`src/rtl/hc_irq_pkg.sv`:
```
package hc_irq_pkg;
  localparam int ADDR_W = 2;

  typedef enum logic [ADDR_W-1:0] {
    OFS_CTRL   = 2'd0,
    OFS_MASK   = 2'd1,
    OFS_RAW    = 2'd2,
    OFS_MASKED = 2'd3
  } reg_ofs_e;
endpackage

```
`src/rtl/hc_irq_bank.sv`:
```
module hc_irq_bank #(
  parameter int EVT_W = 20
) (
  input  logic             clk,
  input  logic             rst,
  input  logic [EVT_W-1:0] evt_i,
  input  logic [EVT_W-1:0] clr_i,
  output logic [EVT_W-1:0] raw_o
);
  logic [EVT_W-1:0] raw_q;

  for (genvar b = 0; b < EVT_W; b++) begin : g_bit
    always_ff @(posedge clk) begin
      if (rst)           raw_q[b] <= 1'b0;
      else if (evt_i[b]) raw_q[b] <= 1'b1;
      else if (clr_i[b]) raw_q[b] <= 1'b0;
    end
  end

  assign raw_o = raw_q;

  AST_NO_SPURIOUS_SET: assert property (@(posedge clk) disable iff (rst)
    1'b1 |=> ((raw_q & ~$past(raw_q) & ~$past(evt_i)) == '0));
  AST_EVENT_CAPTURED: assert property (@(posedge clk) disable iff (rst)
    1'b1 |=> (($past(evt_i) & ~raw_q) == '0));
  AST_HOLD_UNTIL_CLEAR: assert property (@(posedge clk) disable iff (rst)
    1'b1 |=> (($past(raw_q) & ~$past(clr_i) & ~raw_q) == '0));
  AST_CLEAR_TAKES: assert property (@(posedge clk) disable iff (rst)
    1'b1 |=> (($past(clr_i) & ~$past(evt_i) & raw_q) == '0));
endmodule

```
`src/rtl/hc_irq_cfg.sv`:
```
module hc_irq_cfg #(
  parameter int EVT_W  = 20,
  parameter int DATA_W = 32,
  parameter int EN_BIT = 4
) (
  input  logic              clk,
  input  logic              rst,
  input  logic              wr_ctrl_i,
  input  logic              wr_mask_i,
  input  logic [DATA_W-1:0] wdata_i,
  output logic              en_o,
  output logic [EVT_W-1:0]  mask_o
);
  logic             en_q;
  logic [EVT_W-1:0] mask_q;

  always_ff @(posedge clk) begin
    if (rst) begin
      en_q   <= 1'b0;
      mask_q <= '0;
    end else begin
      if (wr_ctrl_i) en_q   <= wdata_i[EN_BIT];
      if (wr_mask_i) mask_q <= wdata_i[EVT_W-1:0];
    end
  end

  assign en_o   = en_q;
  assign mask_o = mask_q;

  AST_MASK_STABLE: assert property (@(posedge clk) disable iff (rst)
    !wr_mask_i |=> $stable(mask_q));
endmodule

```
`src/rtl/hc_irq_rdmux.sv`:
```
module hc_irq_rdmux
  import hc_irq_pkg::*;
#(
  parameter int EVT_W  = 20,
  parameter int DATA_W = 32,
  parameter int EN_BIT = 4
) (
  input  logic              clk,
  input  logic              rst,
  input  logic              rd_en_i,
  input  logic [ADDR_W-1:0] addr_i,
  input  logic              en_i,
  input  logic [EVT_W-1:0]  mask_i,
  input  logic [EVT_W-1:0]  raw_i,
  output logic [DATA_W-1:0] rd_data_o,
  output logic              rd_vld_o
);
  logic [DATA_W-1:0] sel;
  logic [DATA_W-1:0] rd_q;
  logic              vld_q;

  always_comb begin
    sel = '0;
    unique case (reg_ofs_e'(addr_i))
      OFS_CTRL:   sel[EN_BIT] = en_i;
      OFS_MASK:   sel = DATA_W'(mask_i);
      OFS_RAW:    sel = DATA_W'(raw_i);
      OFS_MASKED: sel = DATA_W'(raw_i & mask_i);
      default:    sel = '0;
    endcase
  end

  always_ff @(posedge clk) begin
    if (rst) begin
      rd_q  <= '0;
      vld_q <= 1'b0;
    end else begin
      vld_q <= rd_en_i;
      if (rd_en_i) rd_q <= sel;
    end
  end

  assign rd_data_o = rd_q;
  assign rd_vld_o  = vld_q;

  AST_VLD_FOLLOWS_RD: assert property (@(posedge clk) disable iff (rst)
    rd_en_i |=> rd_vld_o);
  AST_VLD_ONLY_ON_RD: assert property (@(posedge clk) disable iff (rst)
    !rd_en_i |=> !rd_vld_o);
endmodule

```
`src/rtl/hc_irq_status.sv`:
```
module hc_irq_status
  import hc_irq_pkg::*;
#(
  parameter int EVT_W  = 20,
  parameter int DATA_W = 32,
  parameter int EN_BIT = 4
) (
  input  logic              clk,
  input  logic              rst,
  input  logic [EVT_W-1:0]  evt_i,
  input  logic              wr_en_i,
  input  logic              rd_en_i,
  input  logic [ADDR_W-1:0] addr_i,
  input  logic [DATA_W-1:0] wdata_i,
  output logic [DATA_W-1:0] rd_data_o,
  output logic              rd_vld_o,
  output logic              irq_o
);
  localparam logic [ADDR_W-1:0] A_CTRL = ADDR_W'(OFS_CTRL);
  localparam logic [ADDR_W-1:0] A_MASK = ADDR_W'(OFS_MASK);
  localparam logic [ADDR_W-1:0] A_RAW  = ADDR_W'(OFS_RAW);

  logic             wr_ctrl, wr_mask, wr_raw;
  logic [EVT_W-1:0] clr, raw, mask;
  logic             en;
  logic             irq_q;

  assign wr_ctrl = wr_en_i && (addr_i == A_CTRL);
  assign wr_mask = wr_en_i && (addr_i == A_MASK);
  assign wr_raw  = wr_en_i && (addr_i == A_RAW);
  assign clr     = wr_raw ? wdata_i[EVT_W-1:0] : '0;

  hc_irq_bank #(.EVT_W(EVT_W)) u_bank (
    .clk(clk), .rst(rst), .evt_i(evt_i), .clr_i(clr), .raw_o(raw)
  );

  hc_irq_cfg #(.EVT_W(EVT_W), .DATA_W(DATA_W), .EN_BIT(EN_BIT)) u_cfg (
    .clk(clk), .rst(rst), .wr_ctrl_i(wr_ctrl), .wr_mask_i(wr_mask),
    .wdata_i(wdata_i), .en_o(en), .mask_o(mask)
  );

  hc_irq_rdmux #(.EVT_W(EVT_W), .DATA_W(DATA_W), .EN_BIT(EN_BIT)) u_rd (
    .clk(clk), .rst(rst), .rd_en_i(rd_en_i), .addr_i(addr_i),
    .en_i(en), .mask_i(mask), .raw_i(raw),
    .rd_data_o(rd_data_o), .rd_vld_o(rd_vld_o)
  );

  always_ff @(posedge clk) begin
    if (rst) irq_q <= 1'b0;
    else     irq_q <= en && ((raw & mask) != '0);
  end

  assign irq_o = irq_q;

  AST_IRQ_NEEDS_ENABLE: assert property (@(posedge clk) disable iff (rst)
    !en |=> !irq_o);
  AST_IRQ_NEEDS_PENDING: assert property (@(posedge clk) disable iff (rst)
    ((raw & mask) == '0) |=> !irq_o);
  AST_IRQ_RAISES: assert property (@(posedge clk) disable iff (rst)
    (en && ((raw & mask) != '0)) |=> irq_o);
endmodule

```
`config.mk`:
```
export PLATFORM = sky130hd
export DESIGN_NAME = hc_irq_status
export DESIGN_NICKNAME = d
export VERILOG_FILES = /design/src/rtl/hc_irq_pkg.sv /design/src/rtl/hc_irq_bank.sv /design/src/rtl/hc_irq_cfg.sv /design/src/rtl/hc_irq_rdmux.sv /design/src/rtl/hc_irq_status.sv
export SDC_FILE = /design/constraint.sdc
export NUM_CORES = 1
export LEC_CHECK = 0
export BUFFER_PORTS_ARGS = -buffer_cell sky130_fd_sc_hd__buf_4
export CAP_MARGIN = 20
export CORE_MARGIN = 2
export CORE_UTILIZATION = 40
export DETAILED_ROUTE_END_ITERATION = 7
export PLACE_DENSITY = 0.8
export SLEW_MARGIN = 20
export SYNTH_ARGS = -nofsm -noshare
export SYNTH_HDL_FRONTEND = slang
export SYNTH_SLANG_ARGS = --single-unit
export TNS_END_PERCENT = 50
```
`constraint.sdc`:
```
create_clock -name clk -period 1.1 [get_ports clk]
set_input_delay 0.11 -clock clk [delete_from_list [all_inputs] [get_ports clk]]
set_output_delay 0.11 -clock clk [all_outputs]
set_load 0.01 [all_outputs]
```
==> results of run 1 <==
## cell usage in the layout, fill, tap and decap left out
cell type       n
bufinv_16       2
buf_12          5
clkbuf_8       11
dlygate4sd3_1  20
conb_1         12
clkinv_2        1
and3_1          2
and3b_1         1
dfxtp_2         2
o31a_1          1
clkbuf_1        2
a21oi_1        50
nor2_1         24
buf_4          95
o221ai_2       10
inv_1           3
nand2_1        80
dfxtp_1        61
o221ai_1        9
a221oi_1        2
nor3_1          1
nor3b_1         1
nand3_1         1
o22ai_1         1
a221oi_2        3
inv_2           1
a21oi_4         1
a22o_1          5
a311oi_1        1
a21oi_2        10
## path summary, 6_finish.rpt
path / start / slack (ns) / endpoint
setup / recovery: u_bank.raw_o[14] / -0.05 / irq_o
hold / removal: wdata_i[6] / 0.03 / u_cfg.mask_o[6]
setup reg to reg: u_bank.raw_o[14] / -0.05 / irq_o
hold reg to reg: u_rd.rd_data_o[10] / 0.46 / u_rd.rd_data_o[10]
## routing by layer
metal | GRT usage, % | vias up | wire (um)
met4 | 9.52 | 0 | 146
li1 | - | 1250 | -
met3 | 5.21 | 17 | 463
met1 | 24.9 | 1221 | 3090
met5 | 0 | - | 0
met2 | 35.3 | 92 | 3700
## through the flow
stage	util (%)	power (mW)	cell area, um2
6_report	60.2	5.51	3800
5_1_grt	60.2	5.75	3800
4_1_cts	60.2	5.56	3800
3_5_place_dp	53.0	3.23	3350
3_3_place_gp	53.0	3.21	3350
2_1_floorplan	-	2.88	2650
## area by class of cell
cell class	count	area, um2	share of cell area (%)
Sequential cell	63	1260	33.3
Timing Repair Buffer	120	1010	26.7
Multi-Input combinational cell	215	1190	31.2
Inverter	4	15.0	0.395
Clock buffer	13	159	4.18
Tap cell	77	96.3	2.54
Clock inverter	3	65.1	1.71
## flip-flops by register name (all words and copies together), names as in the netlist
| signal | flops |
|---|---|
| u_bank.raw_o | 20 |
| u_cfg.mask_o | 20 |
| u_rd.rd_data_o | 20 |
| irq_o | 1 |
| u_cfg.en_o | 1 |
| u_rd.rd_vld_o | 1 |
## what timing repair did
action                                  in CTS  in global routing
gates resized for setup                      5                  0
setup buffers                                1                  0
pin swaps                                    2                  0
hold endpoints to repair                    20                  0
endpoints found under the setup margin       1                  1
hold buffers                                20                  0
## where the power goes
| group | total (mW) | internal (mW) | switching (mW) |
|---|---|---|---|
| clock | 2.26 | 1.40 | 0.859 |
| combinational | 0.774 | 0.404 | 0.370 |
| sequential | 2.48 | 2.40 | 0.0796 |
| total | 5.51 | 4.20 | 1.31 |
## kinds of logic after synthesis
| logic type | after synthesis | synth area share [%] |
|---|---|---|
| other | 1 | 0.144 |
| AO/OA/AOI/OAI | 93 | 26.7 |
| buffers and inverters | 36 | 8.27 |
| AND/OR/NAND/NOR | 110 | 16.5 |
| flip-flops | 63 | 48.4 |
## critical path: stages, from the launching register on
cell	delay (ns)
dfxtp_1	0.31
a22o_1	0.24
a221oi_2	0.20
and3_1	0.20
a311oi_1	0.08
==> results.yml, run 1 <==
setup_path:
  crit_type: "flip-flop to flip-flop"
  crit_fanout: 2
  crit_arrival_ns: 1.36
  worstPathRequired_ns: 1.31
  start_kind: "flip-flop"
  end_kind: "flip-flop"
  ff2ff_path_depth: 4
run:
  cap_violations: 0
cts:
  clockBufferDepth: 2
  htreeDepth: 3
  cts_tree: "yes"
  cts-buffers-inserted: 9
  clk_pin_slew_ns: 0.07
  cts-root-buf: "clkbuf_8"
  clock-sinks: 63
  clock_latency_ns: 0.34
die:
  core_mm2: 0.00631
  dieWidth_um: 84.7
  io_pins: 92
  die_area_mm2: 0.00717
  initial_core_util_pct: 41.2
  fp.dieH_um: 84.7
  num_rows: 29
grt:
  grt_overflow: 0
  grt_use_total_pct: 20.9
  grt_pass1_vias: 2527
  grt_pass1_wl_mm: 11.8
  grt_max_degree: 26
  antenna_found_initial: 0
timing:
  setup_tns_ns: -0.0518
  slew_viol_final: 0
  whs_ns: 0.0255
  fmax_mhz: 868
  period_minus_slack_ns: 1.15
  hold_viol: 0
  timing.final.crit_share_pct: 105
  finalSetupViolations: 1
  fin_ws_ns: -0.0518
  rsz0062_at_grt: "yes"
  clock_skew_ns: 0.00618
logic_synthesis:
  postSynthCellCount: 303
  synth_top_flop_cell: "dfxtp_1"
  synth_area_leaders: "dfxtp_1 48%, nand2_1 12%, a21oi_1 9.6%"
  yosys_warnings: 0
  postSynthAreaPerCell_um2: 8.59
  synthDominantCellAreaShare_pct: 48.4
  synth_top_cell_by_area: "dfxtp_1"
  yosysMostFrequentCell: "nand2_1"
  yosys-top-cells-count: "80 x nand2_1, 63 x dfxtp_1, 50 x a21oi_1"
  yosysSeqAreaShare_pct: 48.4
  syn-cell-area_mm2: 0.00260
  synthArstFlopShare_pct: 0
  ys_types: 26
  synth_edf_count: 0
  ys_ff_latch: 63
power_and_ir_drop:
  ir_drop_v: 0.000880
  pwr_density_cell_mw_per_mm2: 1450
  p_leak_nw: 1.55
run_status:
  violations: "setup timing"
  status: "finished, violations left"
worst_hold_path:
  hold_path.class: "input pin to flip-flop"
  hold_depth: 3
placement:
  place_ws_ns: -0.139
  placed_cells: 458
  io_buffers: 67
  dp_hpwl_mm: 5.03
  gp_congestion: 0.856
final_layout:
  nFillCells: 560
  diodes: 0
  areaGrowthSynthToFinish_pct: 45.9
  finalNonFillerCells: 495
  nets: 471
  drive_gt1_share_pct: 33.7
drt:
  wl_per_cell_um: 14.9
  drt_iter0_markers: 155
  drtPass1Iterations: 4
  drt_wl_total_mm: 7.40
  vias: 2580
  antenna_left: 0
  drc: 0
  drt-vias-per-instance: 5.21
(Power assumes the default switching activity.)
==> run 2, diff against run 1 <==
--- a/config.mk
+++ b/config.mk
@@ -9,6 +9,7 @@
 export CAP_MARGIN = 20
 export CORE_MARGIN = 2
 export CORE_UTILIZATION = 40
+export CTS_CLUSTER_DIAMETER = 150
 export DETAILED_ROUTE_END_ITERATION = 7
 export PLACE_DENSITY = 0.8
 export SLEW_MARGIN = 20
==> constraint.sdc (replaced) <==
create_clock -name clk -period 1 [get_ports clk]
set_input_delay 0.1 -clock clk [delete_from_list [all_inputs] [get_ports clk]]
set_output_delay 0.1 -clock clk [all_outputs]
set_load 0.01 [all_outputs]
==> results.yml, run 2 (synthesized netlist as in run 1, its figures left out) <==
grt:
  grt_pass1_wl_mm: 11.8
  grt_use_total_pct: 20.6
  grt_overflow: 0
  grt_max_degree: 32
  grt_pass1_vias: 2507
  antenna_found_initial: 0
run_status:
  status: "finished, violations left"
  violations: "setup timing"
setup_path:
  ff2ff_path_depth: 4
  path_delay_family: "compound AO/OA/AOI/OAI gates"
  crit_arrival_ns: 1.35
  timing.rr.end: "irq_o"
  start_kind: "flip-flop"
  r2r_setup_slack_ns: -0.15
  crit_fanout: 2
  crit_buf_inv: 0
  r2r-start: "u_cfg.mask_o[14]"
  end_kind: "flip-flop"
  cpPeakStageDelay_ns: 0.32
  worstPathRequired_ns: 1.21
  crit_type: "flip-flop to flip-flop"
  path_cells: "a22o_1 > a221oi_2 > and3_1 > a311oi_1"
  crit_slowest_cell: "dfxtp_2"
timing:
  setup_tns_ns: -0.145
  hold_viol: 0
  whs_ns: 0.0175
  rsz0062_at_grt: "yes"
  finalSetupViolations: 1
  period_minus_slack_ns: 1.15
  clock_skew_ns: 0.00437
  fmax_mhz: 873
  fin_ws_ns: -0.145
  timing.final.crit_share_pct: 115
  slew_viol_final: 0
placement:
  io_buffers: 67
  dp_hpwl_mm: 5.06
  place_area_mm2: 0.00344
  place_ws_ns: -0.146
  gp_congestion: 0.797
  placed_cells: 472
die:
  core_mm2: 0.00631
  initial_core_util_pct: 41.2
  io_pins: 92
  dieWidth_um: 84.7
  fp.dieH_um: 84.7
  num_rows: 29
  die_area_mm2: 0.00717
worst_hold_path:
  hold_start: "evt_i[1]"
  hold_depth: 3
  min_to: "u_bank.raw_o[1]"
  hold_path.class: "input pin to flip-flop"
drt:
  drt_iter0_markers: 163
  drt-vias-per-instance: 5.14
  antenna_left: 0
  drt_wl_total_mm: 7.39
  wl_per_cell_um: 14.7
  drc: 0
  vias: 2589
  drtPass1Iterations: 4
final_layout:
  layout_commonest_cell: "buf_4"
  fin_area_mm2: 0.00383
  final_core_util_pct: 60.7
  areaGrowthSynthToFinish_pct: 47.3
  diodes: 0
  mostFrequentLayoutCells: "109 x buf_4, 80 x nand2_1, 60 x dfxtp_1, 50 x a21oi_1, 24 x nor2_1"
  nets: 484
  finalNonFillerCells: 504
  drive_gt1_share_pct: 35.8
power_and_ir_drop:
  p_leak_nw: 1.59
  pwr_density_cell_mw_per_mm2: 1470
  ir_drop_v: 0.000756
  p_total_mw: 5.64
cts:
  clock_latency_ns: 0.33
  cts-root-buf: "clkbuf_8"
  htreeDepth: 3
  clk_pin_slew_ns: 0.06
  clockBufferDepth: 2
  cts-buffers-inserted: 9
  cts_tree: "yes"
  clock-sinks: 63
run:
  cap_violations: 0
[run 2: repair_timing]
item                                   in CTS  in global routing
setup endpoints to repair                   1                  1
endpoints found under the hold margin      20                  0
pin swaps                                   2                  1
cloned                                      0                  0
hold buffers                               20                  0
resized for setup                           3                  2
setup buffers                               0                  0
[run 2: area by class of cell]
| class | instances | area, um2 |
|---|---|---|
| clock inverter | 2 | 35.0 |
| fill | 526 | 2480 |
| inverter | 4 | 15.0 |
| sequential | 63 | 1260 |
| multi-input combinational | 215 | 1190 |
| clock buffer | 10 | 138 |
| timing repair buffer | 133 | 1100 |
| tap | 77 | 96.3 |
[run 2: power breakdown]
part           switching, mW  internal [mW]
combinational          0.418          0.469
clock                  0.877           1.16
sequential            0.0832           2.64
total                   1.38           4.27
[run 2: worst max path at each step]
stage / from / end / cells past startpoint
after floorplan: u_cfg.mask_o[1] / irq_o / 4
after global placement: u_cfg.mask_o[14] / irq_o / 4
after detailed placement: u_cfg.mask_o[14] / irq_o / 4
after CTS: u_bank.raw_o[6] / irq_o / 4
after global routing: u_cfg.mask_o[14] / irq_o / 4
final: u_cfg.mask_o[14] / irq_o / 4
[run 2: metal layers]
metal  vias up  global-route usage, %  routed length [um]
met2       104                   34.0                3690
met1      1198                   26.7                3070
li1       1274                      -                   -
met3        13                   4.13                 508
met4         0                   7.94                 120
met5         -                      0                   0
[run 2: worst min-delay path: cells and delay by family]
family                 cells  cell delay [ns]
AO/OA/AOI/OAI              1             0.03
buffers and inverters      1             0.08
AND/OR/NAND/NOR            1             0.10
